**src/rtl/dm_cache_pkg.sv**
```systemverilog
package dm_cache_pkg;

  localparam int unsigned WORD_W = 32;
  localparam int unsigned BE_W   = WORD_W / 8;

  typedef enum logic [1:0] {
    ST_IDLE  = 2'd0,
    ST_EVICT = 2'd1,
    ST_FILL  = 2'd2
  } ctrl_state_e;

  function automatic logic [WORD_W-1:0] merge_bytes(
    input logic [WORD_W-1:0] old_w,
    input logic [WORD_W-1:0] new_w,
    input logic [BE_W-1:0]   be
  );
    logic [WORD_W-1:0] res;
    res = old_w;
    for (int b = 0; b < BE_W; b++) begin
      if (be[b]) res[8*b +: 8] = new_w[8*b +: 8];
    end
    return res;
  endfunction

endpackage

```
**src/rtl/dm_cache_tag_store.sv**
```systemverilog
module dm_cache_tag_store #(
  parameter int unsigned TAG_W      = 24,
  parameter int unsigned NUM_LINES  = 4,
  parameter bit          WRITE_BACK = 1'b1,
  localparam int unsigned IDX_W     = $clog2(NUM_LINES)
) (
  input  logic             clk_i,
  input  logic             rst_ni,
  input  logic [IDX_W-1:0] idx_i,
  input  logic [TAG_W-1:0] tag_i,
  input  logic             install_i,
  input  logic             mark_dirty_i,
  output logic             hit_o,
  output logic             vic_valid_o,
  output logic             vic_dirty_o,
  output logic [TAG_W-1:0] vic_tag_o
);

  logic [NUM_LINES-1:0] valid_q;
  logic [TAG_W-1:0]     tag_q [NUM_LINES];
  logic [NUM_LINES-1:0] dirty_q;

  always_ff @(posedge clk_i or negedge rst_ni) begin
    if (!rst_ni)        valid_q <= '0;
    else if (install_i) valid_q[idx_i] <= 1'b1;
  end

  always_ff @(posedge clk_i) begin
    if (install_i) tag_q[idx_i] <= tag_i;
  end

  generate
    if (WRITE_BACK) begin : g_dirty
      always_ff @(posedge clk_i or negedge rst_ni) begin
        if (!rst_ni)           dirty_q <= '0;
        else if (install_i)    dirty_q[idx_i] <= 1'b0;
        else if (mark_dirty_i) dirty_q[idx_i] <= 1'b1;
      end
    end else begin : g_no_dirty
      logic unused_mark;
      assign unused_mark = mark_dirty_i;
      assign dirty_q     = '0;
    end
  endgenerate

  assign vic_valid_o = valid_q[idx_i];
  assign vic_dirty_o = dirty_q[idx_i];
  assign vic_tag_o   = tag_q[idx_i];
  assign hit_o       = valid_q[idx_i] && (tag_q[idx_i] == tag_i);

endmodule

```
**src/rtl/dm_cache_line_ram.sv**
```systemverilog
module dm_cache_line_ram #(
  parameter int unsigned NUM_LINES = 4,
  parameter int unsigned WORDS     = 16,
  localparam int unsigned IDX_W    = $clog2(NUM_LINES),
  localparam int unsigned WSEL_W   = $clog2(WORDS),
  localparam int unsigned DEPTH    = NUM_LINES * WORDS
) (
  input  logic                                clk_i,
  input  logic [IDX_W-1:0]                    idx_i,
  input  logic                                we_i,
  input  logic [WSEL_W-1:0]                   wsel_i,
  input  logic [dm_cache_pkg::WORD_W-1:0]     wdata_i,
  input  logic [dm_cache_pkg::BE_W-1:0]       wbe_i,
  input  logic [WSEL_W-1:0]                   rsel_i,
  output logic [dm_cache_pkg::WORD_W-1:0]     rdata_o
);
  import dm_cache_pkg::*;

  logic [WORD_W-1:0] ram_q [DEPTH];

  always_ff @(posedge clk_i) begin
    if (we_i) begin
      for (int b = 0; b < BE_W; b++) begin
        if (wbe_i[b]) ram_q[{idx_i, wsel_i}][8*b +: 8] <= wdata_i[8*b +: 8];
      end
    end
  end

  assign rdata_o = ram_q[{idx_i, rsel_i}];

endmodule

```
**src/rtl/dm_cache_ctrl.sv**
```systemverilog
module dm_cache_ctrl #(
  parameter int unsigned WORDS      = 16,
  parameter bit          WRITE_BACK = 1'b1,
  localparam int unsigned WSEL_W    = $clog2(WORDS)
) (
  input  logic              clk_i,
  input  logic              rst_ni,
  input  logic              cpu_req_i,
  input  logic              cpu_we_i,
  input  logic              hit_i,
  input  logic              vic_valid_i,
  input  logic              vic_dirty_i,
  input  logic              mem_ready_i,
  output logic              cpu_ready_o,
  output logic              mem_valid_o,
  output logic              mem_we_o,
  output logic              evicting_o,
  output logic              line_xfer_o,
  output logic [WSEL_W-1:0] beat_o,
  output logic              fill_wr_o,
  output logic              install_o,
  output logic              store_upd_o,
  output logic              mark_dirty_o
);
  import dm_cache_pkg::*;

  localparam logic [WSEL_W-1:0] LAST_BEAT = WSEL_W'(WORDS - 1);

  ctrl_state_e       state_q, state_d;
  logic [WSEL_W-1:0] beat_q, beat_d;
  logic              wt_store;

  assign wt_store = !WRITE_BACK && cpu_we_i;

  always_comb begin
    state_d      = state_q;
    beat_d       = beat_q;
    cpu_ready_o  = 1'b0;
    mem_valid_o  = 1'b0;
    mem_we_o     = 1'b0;
    fill_wr_o    = 1'b0;
    install_o    = 1'b0;
    store_upd_o  = 1'b0;
    mark_dirty_o = 1'b0;
    unique case (state_q)
      ST_IDLE: begin
        if (cpu_req_i) begin
          if (wt_store) begin
            // store goes straight to memory; cache updated only on hit
            mem_valid_o = 1'b1;
            mem_we_o    = 1'b1;
            cpu_ready_o = mem_ready_i;
            store_upd_o = mem_ready_i && hit_i;
          end else if (hit_i) begin
            cpu_ready_o  = 1'b1;
            store_upd_o  = cpu_we_i;
            mark_dirty_o = cpu_we_i;
          end else begin
            beat_d  = '0;
            state_d = (WRITE_BACK && vic_valid_i && vic_dirty_i) ? ST_EVICT : ST_FILL;
          end
        end
      end
      ST_EVICT: begin
        mem_valid_o = 1'b1;
        mem_we_o    = 1'b1;
        if (mem_ready_i) begin
          beat_d = beat_q + 1'b1;
          if (beat_q == LAST_BEAT) state_d = ST_FILL;
        end
      end
      ST_FILL: begin
        mem_valid_o = 1'b1;
        if (mem_ready_i) begin
          fill_wr_o = 1'b1;
          beat_d    = beat_q + 1'b1;
          if (beat_q == LAST_BEAT) begin
            install_o = 1'b1;
            state_d   = ST_IDLE;
          end
        end
      end
      default: state_d = ST_IDLE;
    endcase
  end

  always_ff @(posedge clk_i or negedge rst_ni) begin
    if (!rst_ni) begin
      state_q <= ST_IDLE;
      beat_q  <= '0;
    end else begin
      state_q <= state_d;
      beat_q  <= beat_d;
    end
  end

  assign evicting_o  = (state_q == ST_EVICT);
  assign line_xfer_o = (state_q == ST_EVICT) || (state_q == ST_FILL);
  assign beat_o      = beat_q;

endmodule

```
**src/rtl/dm_cache.sv**
```systemverilog
module dm_cache #(
  parameter int unsigned ADDR_W     = 32,
  parameter int unsigned LINE_BYTES = 64,
  parameter int unsigned NUM_LINES  = 4,
  parameter bit          WRITE_BACK = 1'b1
) (
  input  logic        clk_i,
  input  logic        rst_ni,
  input  logic        cpu_req_i,
  input  logic        cpu_we_i,
  input  logic [31:0] cpu_addr_i,
  input  logic [31:0] cpu_wdata_i,
  input  logic [3:0]  cpu_be_i,
  output logic        cpu_ready_o,
  output logic [31:0] cpu_rdata_o,
  output logic        mem_valid_o,
  output logic        mem_we_o,
  output logic [31:0] mem_addr_o,
  output logic [31:0] mem_wdata_o,
  output logic [3:0]  mem_be_o,
  input  logic        mem_ready_i,
  input  logic [31:0] mem_rdata_i
);
  import dm_cache_pkg::*;

  localparam int unsigned WORDS  = LINE_BYTES / BE_W;
  localparam int unsigned OFF_W  = $clog2(LINE_BYTES);
  localparam int unsigned IDX_W  = $clog2(NUM_LINES);
  localparam int unsigned TAG_W  = ADDR_W - OFF_W - IDX_W;
  localparam int unsigned WSEL_W = $clog2(WORDS);
  localparam int unsigned BSEL_W = $clog2(BE_W);

  logic [IDX_W-1:0]  idx;
  logic [TAG_W-1:0]  tag;
  logic [WSEL_W-1:0] cpu_wsel;
  logic [BSEL_W-1:0] unused_addr_bits;

  assign idx              = cpu_addr_i[OFF_W +: IDX_W];
  assign tag              = cpu_addr_i[ADDR_W-1 -: TAG_W];
  assign cpu_wsel         = cpu_addr_i[BSEL_W +: WSEL_W];
  assign unused_addr_bits = cpu_addr_i[BSEL_W-1:0];

  logic              hit, vic_valid, vic_dirty;
  logic [TAG_W-1:0]  vic_tag;
  logic              evicting, line_xfer, fill_wr, install, store_upd, mark_dirty;
  logic [WSEL_W-1:0] beat;
  logic [WORD_W-1:0] ram_rdata;

  dm_cache_tag_store #(
    .TAG_W(TAG_W), .NUM_LINES(NUM_LINES), .WRITE_BACK(WRITE_BACK)
  ) u_tags (
    .clk_i       (clk_i),
    .rst_ni      (rst_ni),
    .idx_i       (idx),
    .tag_i       (tag),
    .install_i   (install),
    .mark_dirty_i(mark_dirty),
    .hit_o       (hit),
    .vic_valid_o (vic_valid),
    .vic_dirty_o (vic_dirty),
    .vic_tag_o   (vic_tag)
  );

  dm_cache_line_ram #(
    .NUM_LINES(NUM_LINES), .WORDS(WORDS)
  ) u_ram (
    .clk_i  (clk_i),
    .idx_i  (idx),
    .we_i   (fill_wr || store_upd),
    .wsel_i (fill_wr ? beat : cpu_wsel),
    .wdata_i(fill_wr ? mem_rdata_i : cpu_wdata_i),
    .wbe_i  (fill_wr ? {BE_W{1'b1}} : cpu_be_i),
    .rsel_i (evicting ? beat : cpu_wsel),
    .rdata_o(ram_rdata)
  );

  dm_cache_ctrl #(
    .WORDS(WORDS), .WRITE_BACK(WRITE_BACK)
  ) u_ctrl (
    .clk_i       (clk_i),
    .rst_ni      (rst_ni),
    .cpu_req_i   (cpu_req_i),
    .cpu_we_i    (cpu_we_i),
    .hit_i       (hit),
    .vic_valid_i (vic_valid),
    .vic_dirty_i (vic_dirty),
    .mem_ready_i (mem_ready_i),
    .cpu_ready_o (cpu_ready_o),
    .mem_valid_o (mem_valid_o),
    .mem_we_o    (mem_we_o),
    .evicting_o  (evicting),
    .line_xfer_o (line_xfer),
    .beat_o      (beat),
    .fill_wr_o   (fill_wr),
    .install_o   (install),
    .store_upd_o (store_upd),
    .mark_dirty_o(mark_dirty)
  );

  assign mem_addr_o  = {(evicting ? vic_tag : tag), idx,
                        (line_xfer ? beat : cpu_wsel), {BSEL_W{1'b0}}};
  assign mem_wdata_o = evicting ? ram_rdata : cpu_wdata_i;
  assign mem_be_o    = (mem_we_o && !evicting) ? cpu_be_i : {BE_W{1'b1}};
  assign cpu_rdata_o = ram_rdata;

endmodule

```
**config.mk**
```make
export PLATFORM = sky130hd
export DESIGN_NAME = dm_cache
export DESIGN_NICKNAME = d
export VERILOG_FILES = /design/src/rtl/dm_cache_pkg.sv /design/src/rtl/dm_cache_tag_store.sv /design/src/rtl/dm_cache_line_ram.sv /design/src/rtl/dm_cache_ctrl.sv /design/src/rtl/dm_cache.sv
export SDC_FILE = /design/constraint.sdc
export NUM_CORES = 2
export LEC_CHECK = 0
export BUFFER_PORTS_ARGS = -buffer_cell sky130_fd_sc_hd__buf_2
export CORE_MARGIN = 2
export CORE_UTILIZATION = 60
export CTS_BUF_LIST = sky130_fd_sc_hd__clkbuf_4 sky130_fd_sc_hd__clkbuf_8 sky130_fd_sc_hd__clkbuf_16
export CTS_CLUSTER_DIAMETER = 50
export DETAILED_ROUTE_END_ITERATION = 8
export PLACE_DENSITY = 0.76
export SYNTH_ARGS = -nofsm -noshare
export SYNTH_HDL_FRONTEND = slang
export SYNTH_HIERARCHICAL = 1
export SYNTH_SLANG_ARGS = --single-unit
```
**constraint.sdc**
```tcl
create_clock -name clk_i -period 8.5 [get_ports clk_i]
set_clock_uncertainty 0.05 [all_clocks]
set_input_delay 1.7 -clock clk_i [delete_from_list [all_inputs] [get_ports clk_i]]
set_output_delay 1.7 -clock clk_i [all_outputs]
set_load 0.03 [all_outputs]
```
# Word level (Yosys, flattened, before mapping)
# Memory sizes are Yosys's and may differ from the RTL's.
# Index checks and enable logic that the tools add are counted.
# totals
regBits,14
output_inout_bits,103
input_bits,105
memories,2
ram_bits,2144
# classes
magnitude_cmp,2
reduce_logical,13
add_sub_neg,1
n_mux,55
bitwise_logic,4
n_eq_ne,11
# memory_table
memory,depth,width,read_ports,rd_clocked_by_memory_dff,write_ports,line,text
u_ram.ram_q,64,32,1,0,1,dm_cache_line_ram.sv:19,logic [WORD_W-1:0] ram_q [DEPTH];
u_tags.tag_q,4,24,1,0,1,dm_cache_tag_store.sv:20,logic [TAG_W-1:0] tag_q [NUM_LINES];
# ops
op,n
$mux W32,2
$mux W4,10
$mux W1,30
$eq A24 B24 Y1,1
$mux W24,1
$mux W2,7
$ne A2 B2 Y1 const B,4
$or A4 B4 Y4,2
$pmux W4 S2,1
$ne A2 B1 Y1 const B,3
$pmux W2 S3,1
$reduce_and A6 Y1,1
$add A4 B1 Y4 const B,1
$and A4 B4 Y4,1
$bmux W1 S2,2
$eq A4 B4 Y1 const B,1
$logic_and A1 B1 Y1,4
$not A4 Y4,1
$reduce_and A4 Y1,1
$reduce_bool A2 Y1,2
$lt A2 B3 Y1 const B,1
$demux W1 S2,1
$eq A2 B1 Y1 const B,1
$eq A2 B2 Y1 const B,1
other kinds (5),6

# Depth between registers and ports, before layout
# logic_depth
depth_word,9
mapped_depth,15
depth_no_buf,10

# Cells and area by module
# Netlist, hierarchy kept.
# by_module_without_submodules
mod,area_each_um2,cells_per_inst,seq_area_each_um2,instances
dm_cache_line_ram,79118.4,3769,61499.0,1
dm_cache_tag_store,4403.0,242,3083.0,1
dm_cache,1751.7,126,0.0,1
dm_cache_ctrl,466.7,52,150.1,1

# Worst setup path before layout
# OpenSTA, ideal clock, no wires.
# synth_timing
kind,in2out
startpoint,input port cpu_addr_i[2]
endpoint,output port mem_wdata_o[28]
slack_ps,2379
arrival_time_ps,4371
path_stages,10
cell_sequence,mux2_4 buf_6 buf_8 buf_6 or3b_2 o22ai_1 a311oi_1 a22o_1 nor3_1 mux2_4
# synth_between
elab_chain_len,3
# synth_lines
item,line,text
start: declaration,dm_cache.sv:11,"input logic [31:0] cpu_addr_i,"
$mux W4,dm_cache.sv:73,".rsel_i (evicting ? beat : cpu_wsel),"
$mem_v2 Z64 W32,-,
named net cpu_rdata_o[28],dm_cache.sv:15,"output logic [31:0] cpu_rdata_o,"
$mux W32,dm_cache.sv:102,assign mem_wdata_o = evicting ? ram_rdata : cpu_wdata_i;
end: declaration,dm_cache.sv:19,"output logic [31:0] mem_wdata_o,"
# The timed path passes the listed nets, and every way through them passes these cells.

# Final worst setup path
# layout_timing
startpoint,register u_ctrl.state_q[1]
endpoint,output port mem_wdata_o[3]
# layout_between
elab_chain_len,4
# layout_lines
item,line,text
start: declaration,dm_cache_ctrl.sv:29,"ctrl_state_e state_q, state_d;"
start signal: assignment,dm_cache_ctrl.sv:92,state_q <= state_d;
$eq A2 B1 Y1 (*),dm_cache_ctrl.sv:97,assign evicting_o = (state_q == ST_EVICT);
$mux W4,dm_cache.sv:73,
$mem_v2 Z64 W32,-,
$mux W32 (*),dm_cache.sv:102,
# Mark *: on every way between the ends. The rest lies on a longest branch, timed or not.

==> qor.csv <==
metric;value;unit
status;completed;
Die Width;382;um
Cell Count, Final, Fillers Out;6677;
post-synth top area share;75.1;%
post-synthesis sequential area ratio;75.5;%
DP HPWL;134;mm
fmax;132;MHz
clock latency on the worst-skew pair;0.82;ns
layout cells sized above 1;29.2;%
RSZ-0062 raised after global routing;false;
post-CTS setup buffers;0;
Slowest-stage cell, CP;nor4_1;
M1 WL;76.8;mm
Worst Hold Class;register to register;
DR WL/cell;32.4;um
worst-case clock buffer depth;3;
Critical Path, Cell by Cell;inv_1 > ha_4 > mux2_8 > buf_12 > mux4_2 > o22ai_1 > nor4_1 > mux2_2 > mux2_4 > buf_2;
# placed instances;6285;
H-tree Lvls;4;
clk slew on worst S/H paths;0.06;ns
Cells after Synth;4189;
Yosys warnings;6;
die height;382;um
final setup vio count;0;
post-route ant nets;0;
CTS tree;built;
number of synthesized flops with an enable pin;2144;
post-route minimum period;7.60;ns
CP max stage delay;1.06;ns
fin crit share;89.5;%
Max-Cap Viols;0;
met2 wire len;105;mm
router iterations before antenna repair;5;
main flop type after synthesis;edfxtp_1;
Pwr Density;247;nW/um^2
sequential cell area;64700;sq um
IO Count;208;
met3 WL;24.9;mm
Final Instance Area;96700;sq um
placed inst area;89700;sq um
Slew headroom;20.8;%
#FFs+latches synth;2158;
largest net degree at the start of global routing;102;
vias per inst;6.77;
1st-iter DRT viols;6210;
max-slew violations;0;
global placement routability congestion;0.876;
Req. time, crit path;6.75;ns
number of library cell types mapped by synthesis;79;
CTS buffer count;206;
FFs w/ async S/R, synth;0.649;%
worst slew pin tran;1.18;ns
clock tree sinks;2158;
clock root buffer;clkbuf_16;
Max IR drop VDD;0.000238;V
DRC Markers;0;
first-pass GRT wire length;308;mm
vias in the first global route;44166;
CP Launch Type;register;
GRT Util Overall;29.7;%
arrival time of the worst setup path;5.85;ns
Routed WL;217;mm
Crit. End Element;primary output;
Final Hold Viols;0;
Lkg Pwr;31.7;nW
Resized cells post-CTS;0;
top layer in use;met5;
worst setup path class;register to primary output;
core area;142000;sq um
Filler cells;8496;
initial antenna violation count;15;
Starting Density;60.5;%
nets;4712;
dominant cells by area after synthesis;edfxtp_1 75%, mux4_2 11%, mux2i_1 2.7%, mux2_4 1.6%, nor2_1 1.3%;
Syn Std Cell Area;85700;sq um
crit path max fanout;77;
synthesized area per cell;20.5;sq um
Final TNS setup;0;ns
Yosys top cell by area;edfxtp_1;
Layout Area Growth over Synthesis;12.8;%
CTS Hold Bufs;0;
Die ar.;146000;sq um
overall via count from detail_route;45202;
port bufs;203;
area of the multi-input gates;19600;sq um
gr ovfl total;0;
row cnt;138;
==> layer usage <==
layer | vias to the layer above | global-route usage, %
li1 | 18177 | -
met1 | 23436 | 40.2
met2 | 3069 | 46.9
met3 | 506 | 7.18
met4 | 14 | 12.5
met5 | - | 0.165
==> flip-flops by register name, indices dropped and copies added, names as in the netlist, named ones only <==
register	count
u_ram/ram_q	2048
u_tags/valid_q	4
u_ctrl/beat_o	4
u_tags/tag_q	96
u_ctrl/state_q	2
==> cells in the mapped netlist (all sizes together), types with 4 or more instances <==
cell type  instances
o31a               4
nor3               5
mux2i            227
mux4             442
ha                 4
clkbuf            80
nor2b             14
and2               6
a2111oi            5
nand2            149
and3              22
o311ai             4
nand4             16
nand3             22
xnor2              7
a32oi             30
edfxtp          2144
a311oi             4
a22oi             91
a221oi            17
nor2             297
nor4b              6
nand2b            18
buf              166
o22ai            100
xor2              14
nand3b             4
o31ai             16
dfrtp             14
a211oi            10
a22o               6
o21ai              6
or2               16
or3b               5
inv               18
nor4              25
mux2             115
a21oi             16
a31oi              5
==> cell type report <==
| cell class | count | area share (%) |
|---|---|---|
| well taps | 1890 | 2.44 |
| diodes | 7 | 0.0181 |
| multi-input cells | 1767 | 20.2 |
| clock buffers | 254 | 5.79 |
| repair buffers | 451 | 3.08 |
| clock inverters | 131 | 1.45 |
| flip-flops and latches | 2158 | 66.9 |
| inverters | 19 | 0.0776 |
==> logic make-up after synthesis <==
family,after synthesis,synth area share (%)
compound gates,337,2.88
xor+xnor,21,0.215
fa+ha+maj,4,0.0584
buf+inv,265,1.84
flops,2158,75.5
mux,784,16.2
other cells,1,0.00437
simple gates,619,3.32
==> worst paths after layout <==
path | startpoint | cells past startpoint | endpoint | slack (ns)
max in group asynchronous | rst_ni | 1 | u_tags/valid_q[3] | 7.44
max reg2reg | u_tags/tag_q[0][13] | 11 | u_ram/ram_q[21][30] | 3.23
min in group asynchronous | rst_ni | 1 | u_ctrl/beat_o[1] | 0.72
max | u_ctrl/state_q[1] | 10 | mem_wdata_o[3] | 0.90
min reg2reg | u_tags/valid_q[0] | 1 | u_tags/valid_q[0] | 0.41
min | u_tags/valid_q[0] | 1 | u_tags/valid_q[0] | 0.41
==> cells in the final DEF (no fill, tap or decap), types with 7 or more instances in the layout <==
cell	synthesis	final
a32oi_1	30	30
buf_2	93	202
buf_12	9	8
clkbuf_4	1	39
clkinv_2	0	42
edfxtp_1	2144	2144
nor2_1	297	294
clkbuf_16	0	209
clkinv_1	1	39
a22oi_1	91	91
o22ai_1	100	100
or2_2	16	16
dfrtp_1	14	14
o31ai_1	16	16
inv_1	18	16
nand2b_1	18	18
nor2b_1	14	12
clkinvlp_4	0	10
mux2_2	25	25
nand3_1	22	22
mux2_4	90	87
bufinv_16	0	24
nand4_1	16	16
and3_1	21	21
a221oi_1	16	16
diode_2	0	7
xor2_1	14	14
mux4_2	436	436
mux2i_1	227	227
a211oi_1	10	10
nand2_1	149	145
nor4_1	21	20
buf_4	29	241
a21oi_1	16	16
xnor2_1	7	7
==> per-stage QoR <==
step	util, %	power (mW)	setup slack (ns)	hold WS, ns
after detailed placement	63.3	14.7	1.08	0.402
after CTS	68.2	23.9	0.909	0.416
after floorplan	-	13.8	2.38	0.380
after global placement	63.3	14.6	0.687	0.393
final	68.2	23.9	0.897	0.415
after global routing	68.2	24.4	0.658	0.430
==> critical path, delay by kind of cell (launching register included) <==
family	cells	cell delay, ns
adders and majority gates	1	0.50
buffers and inverters	3	0.83
and+or+nand+nor	1	1.06
AOI/OAI and AO/OA	1	0.15
muxes	4	1.80
DFF	1	0.39
==> power breakdown <==
group	switching (mW)	internal, mW
Sequential	0.0377	12.3
Clock	3.94	5.43
Combinational	1.64	0.557
Power figures use the tool's default switching activity.
